==> config.mk <==
export PLATFORM = sky130hd
export DESIGN_NAME = bus_xcvr
export DESIGN_NICKNAME = d
export VERILOG_FILES = /design/src/rtl/xcvr_pkg.sv /design/src/rtl/xcvr_cell.sv /design/src/rtl/xcvr_half.sv /design/src/rtl/bus_xcvr.sv
export SDC_FILE = /design/constraint.sdc
export NUM_CORES = 1
export LEC_CHECK = 0
export ABC_CLOCK_PERIOD_IN_PS = 1900
export BUFFER_PORTS_ARGS = -buffer_cell sky130_fd_sc_hd__buf_2
export CAP_MARGIN = 5
export CORE_ASPECT_RATIO = 1.2
export CORE_MARGIN = 2
export CORE_UTILIZATION = 47
export DETAILED_ROUTE_END_ITERATION = 8
export PLACE_DENSITY = 0.77
export REMOVE_ABC_BUFFERS = 1
export SLEW_MARGIN = 20
export SYNTH_ARGS = -nofsm -noshare
export SYNTH_HDL_FRONTEND = slang
export SYNTH_SLANG_ARGS = --single-unit
==> constraint.sdc <==
create_clock -name clk -period 1.9 [get_ports clk]
set_clock_uncertainty 0.2 [all_clocks]
set_input_delay 0.19 -clock clk [delete_from_list [all_inputs] [get_ports clk]]
set_output_delay 0.19 -clock clk [all_outputs]
set_load 0.01 [all_outputs]
==> src/rtl/xcvr_pkg.sv <==
package xcvr_pkg;
  localparam int DEF_WIDTH  = 18;
  localparam int DEF_HALVES = 2;

  typedef enum logic [1:0] {
    MODE_FOLLOW = 2'd0,
    MODE_EDGE   = 2'd1,
    MODE_HOLD   = 2'd2
  } cell_mode_e;

  function automatic cell_mode_e pick_mode(input logic le, input logic ck, input logic ck_q);
    if (le)              return MODE_FOLLOW;
    else if (ck && !ck_q) return MODE_EDGE;
    else                 return MODE_HOLD;
  endfunction
endpackage

==> src/rtl/xcvr_cell.sv <==
module xcvr_cell
  import xcvr_pkg::*;
#(
  parameter int W = 9
) (
  input  logic         clk,
  input  logic         rst_n,
  input  logic         le,
  input  logic         ck,
  input  logic [W-1:0] din,
  output logic [W-1:0] dout
);
  logic         ck_q;
  logic [W-1:0] store;
  cell_mode_e   mode;

  assign mode = pick_mode(le, ck, ck_q);

  always_ff @(posedge clk or negedge rst_n) begin
    if (!rst_n) begin
      ck_q  <= 1'b0;
      store <= '0;
    end else begin
      ck_q <= ck;
      if (mode != MODE_HOLD) store <= din;
    end
  end

  assign dout = (mode == MODE_FOLLOW) ? din : store;
endmodule

==> src/rtl/xcvr_half.sv <==
module xcvr_half #(
  parameter int W = 9
) (
  input  logic         clk,
  input  logic         rst_n,
  input  logic [W-1:0] a_in,
  input  logic [W-1:0] b_in,
  input  logic         oe_ab_n,
  input  logic         oe_ba_n,
  input  logic         le_ab,
  input  logic         le_ba,
  input  logic         ck_ab,
  input  logic         ck_ba,
  output logic [W-1:0] b_out,
  output logic         b_drv,
  output logic [W-1:0] a_out,
  output logic         a_drv
);
  xcvr_cell #(.W(W)) u_ab (
    .clk(clk), .rst_n(rst_n), .le(le_ab), .ck(ck_ab), .din(a_in), .dout(b_out)
  );
  xcvr_cell #(.W(W)) u_ba (
    .clk(clk), .rst_n(rst_n), .le(le_ba), .ck(ck_ba), .din(b_in), .dout(a_out)
  );

  assign b_drv = ~oe_ab_n;
  assign a_drv = ~oe_ba_n;
endmodule

==> src/rtl/bus_xcvr.sv <==
module bus_xcvr
  import xcvr_pkg::*;
#(
  parameter int WIDTH  = DEF_WIDTH,
  parameter int HALVES = DEF_HALVES
) (
  input  logic              clk,
  input  logic              rst_n,
  input  logic [WIDTH-1:0]  a_in,
  input  logic [WIDTH-1:0]  b_in,
  input  logic [HALVES-1:0] oe_ab_n,
  input  logic [HALVES-1:0] oe_ba_n,
  input  logic [HALVES-1:0] le_ab,
  input  logic [HALVES-1:0] le_ba,
  input  logic [HALVES-1:0] ck_ab,
  input  logic [HALVES-1:0] ck_ba,
  output logic [WIDTH-1:0]  b_out,
  output logic [HALVES-1:0] b_drv,
  output logic [WIDTH-1:0]  a_out,
  output logic [HALVES-1:0] a_drv
);
  localparam int HW = WIDTH / HALVES;

  for (genvar h = 0; h < HALVES; h++) begin : g_half
    xcvr_half #(.W(HW)) u_half (
      .clk    (clk),
      .rst_n  (rst_n),
      .a_in   (a_in[h*HW +: HW]),
      .b_in   (b_in[h*HW +: HW]),
      .oe_ab_n(oe_ab_n[h]),
      .oe_ba_n(oe_ba_n[h]),
      .le_ab  (le_ab[h]),
      .le_ba  (le_ba[h]),
      .ck_ab  (ck_ab[h]),
      .ck_ba  (ck_ba[h]),
      .b_out  (b_out[h*HW +: HW]),
      .b_drv  (b_drv[h]),
      .a_out  (a_out[h*HW +: HW]),
      .a_drv  (a_drv[h])
    );
  end
endmodule

==> results.py <==
metrics = {
    "outcome": {
        "status": "complete, no violations",
    },
    "global_route": {
        "grt.total_usage_pct": 19.5,
        "grt_first_pass_wirelength_mm": 7.00,
        "antenna_found_initial": 0,
        "grt_max_degree": 22,
        "grt_overflow": 0,
        "grt_pass1_vias": 1581,
    },
    "power": {
        "swShare_pct": 24.7,
        "p_clk_share_pct": 27.4,
        "ir_drop_mv": 0.582,
        "p_int_uw": 1520,
        "p_sw_uw": 499,
        "pwr-share-seq_pct": 48.1,
        "total_power_uw": 2020,
        "power.share.combinational_pct": 24.5,
        "power_density_mw_per_mm2": 689,
        "p_leak_uw": 0.00137,
    },
    "finish": {
        "drive_above_1_share_pct": 65.4,
        "stdcell_count": 317,
        "nFillCells": 299,
        "n_antenna_cell": 0,
        "fin_nets": 312,
        "multiInputGateArea_um2": 876,
        "regArea_mm2": 0.00100,
        "syn_to_final_growth_pct": 47.7,
    },
    "sta": {
        "relSlewSlack_pct": 69.7,
        "fmax_mhz": 597,
        "finalCriticalPeriod_ps": 1680,
        "finalHoldViolCount": 0,
        "finalCritPeriodShare_pct": 88.2,
        "finalMaxSlewViolations": 0,
        "whs_ps": 200,
        "timing.final.setup_violations": 0,
        "worst_slack_ps": 224,
        "grt_setup_unrepaired": "false",
        "worst_slew_pin_slew_ps": 454,
        "tns_ps": 0,
    },
    "clocking": {
        "ctsLongestPathBuffers": 2,
        "insertion_delay_ps": 280,
        "cts_tree": "yes",
        "clk_pin_slew_ps": 70,
        "cts_buffers": 5,
        "cts_root_buffer": "clkbuf_8",
        "numClockSinks": 40,
        "cts_max_level": 2,
        "post-cts-setup-buffer-count": 0,
    },
    "drt": {
        "dr.pass1.iters": 4,
        "wl_per_cell_um": 13.9,
        "routed_via_density": 4.67,
        "drc_errors": 0,
        "drtIter0Drc": 12,
        "ant_nets": 0,
        "wirelength_mm": 4.41,
        "vias": 1481,
    },
    "logic_synthesis": {
        "syn_inst": 132,
        "synth.area.top_cells": "dfrtp_1 (51%), mux2_2 (41%), a21oi_4 (3.3%)",
        "syn_area_mm2": 0.00198,
        "yosysMostFrequentCell": "mux2_2",
        "synth_common_cells": "mux2_2 (72), dfrtp_1 (40), inv_1 (8)",
        "synth_top_area_share_pct": 50.5,
        "synth_warnings": 0,
        "ys.flop_type": "dfrtp_1",
        "synth.avg_cell_area_um2": 15.0,
        "synth-edff-count": 0,
        "async_reset_ff_share_pct": 100,
        "yosysUniqueCellTypes": 6,
        "seq_area_frac_synth_pct": 50.5,
        "yosys.area.top_type": "dfrtp_1",
        "ys_ff_latch": 40,
    },
    "placement": {
        "numPortBuffers": 89,
        "dpl_worst_slack_ps": 505,
        "globalplace.congestion": 0.670,
        "place_inst": 268,
        "dp_hpwl_mm": 2.84,
    },
    "die": {
        "core_area_mm2": 0.00400,
        "io_pins": 90,
        "num_rows": 25,
        "die_h_um": 75.1,
        "die_area_mm2": 0.00475,
        "die_w_um": 63.3,
        "start_util_pct": 49.5,
    },
    "worst_setup_path": {
        "critPathKind": "input port to output port",
        "slowest_stage": "dlygate4sd3_1",
        "start_kind": "input port",
        "cp-end-kind": "output port",
        "cp.arrival_ps": 1290,
        "path_cells": "dlygate4sd3_1, buf_2, mux2_2, buf_2",
        "ff2ff_setup_slack_ps": 510,
        "cpPeakStageDelay_ps": 550,
        "worstPathRequired_ps": 1510,
        "crit_fanout": 2,
        "crit_top_cell": "buf_2",
    },
    "min_path": {
        "hp-class": "input port to async pin",
    },
    "run": {
        "maxCapViolCount": 0,
    },
}
what timing repair did:
action | in CTS | in global routing
hold endpoints to repair | 60 | 0
setup endpoints to repair | 0 | 0
gates resized for setup | 0 | 0
hold buffers | 41 | 0
kinds of logic after synthesis:
| kind of cell | after synthesis | share of synthesized area, % |
|---|---|---|
| mux | 72 | 40.9 |
| flops | 40 | 50.5 |
| compound gates | 4 | 3.28 |
| buf+inv | 16 | 5.30 |
cells in the final DEF, fill, tap and decap left out:
cell type / instances
buf_2: 89
mux2_2: 72
dlygate4sd3_1: 41
dfrtp_1: 40
inv_1: 8
clkbuf_8: 6
a21oi_4: 4
clkbuf_1: 2
buf_4: 1
through the flow:
step / utilization, % / cell area (um2)
2_1_floorplan: - / 1910
5_1_grt: 73.1 / 2930
3_3_place_gp: 60.6 / 2430
4_1_cts: 73.1 / 2930
6_report: 73.1 / 2930
3_5_place_dp: 60.6 / 2430
layout make-up:
class | instances | area share [%]
Clock buffer | 8 | 3.08
Multi-Input combinational cell | 76 | 29.9
Inverter | 8 | 1.03
Tap cell | 54 | 2.31
Sequential cell | 40 | 34.2
Timing Repair Buffer | 131 | 29.5
worst max-delay path, delay by kind of cell:
kind,cells,cell delay (ps)
buffers and inverters,3,820
multiplexers,1,270
state kept, by name (all words and copies together) (netlist names):
| name | flops |
|---|---|
| g_half.u_half.u_ab.store | 18 |
| g_half.u_half.u_ba.store | 18 |
| g_half.u_half.u_ab.ck_q | 2 |
| g_half.u_half.u_ba.ck_q | 2 |
final timing paths:
path,startpoint,end,depth (start not counted)
setup reg to reg,g_half[1].u_half.u_ab.ck_q,g_half[1].u_half.u_ab.store[3],3
max in group asynchronous,rst_n,g_half[0].u_half.u_ba.store[3],3
min in group clk,g_half[1].u_half.u_ab.store[0],g_half[1].u_half.u_ab.store[0],1
hold / removal,rst_n,g_half[1].u_half.u_ab.store[8],2
setup / recovery,a_in[11],b_out[11],4
hold reg to reg,g_half[1].u_half.u_ab.store[0],g_half[1].u_half.u_ab.store[0],1
routing by layer:
metal	vias to the layer above	routed length (um)	GRT usage, %
met5	-	0	0
met4	0	45	7.00
met3	4	207	5.08
met2	51	2540	39.1
met1	705	1620	19.6
li1	721	-	-
power by group through the flow:
stage | Combinational (uW) | Sequential (uW) | Clock [uW]
finish | 495 | 970 | 553
global route | 537 | 981 | 611
CTS | 494 | 970 | 575
detailed placement | 428 | 985 | 0
global placement | 418 | 982 | 0
floorplan | 242 | 973 | 0
Power figures use the tool's default switching activity.
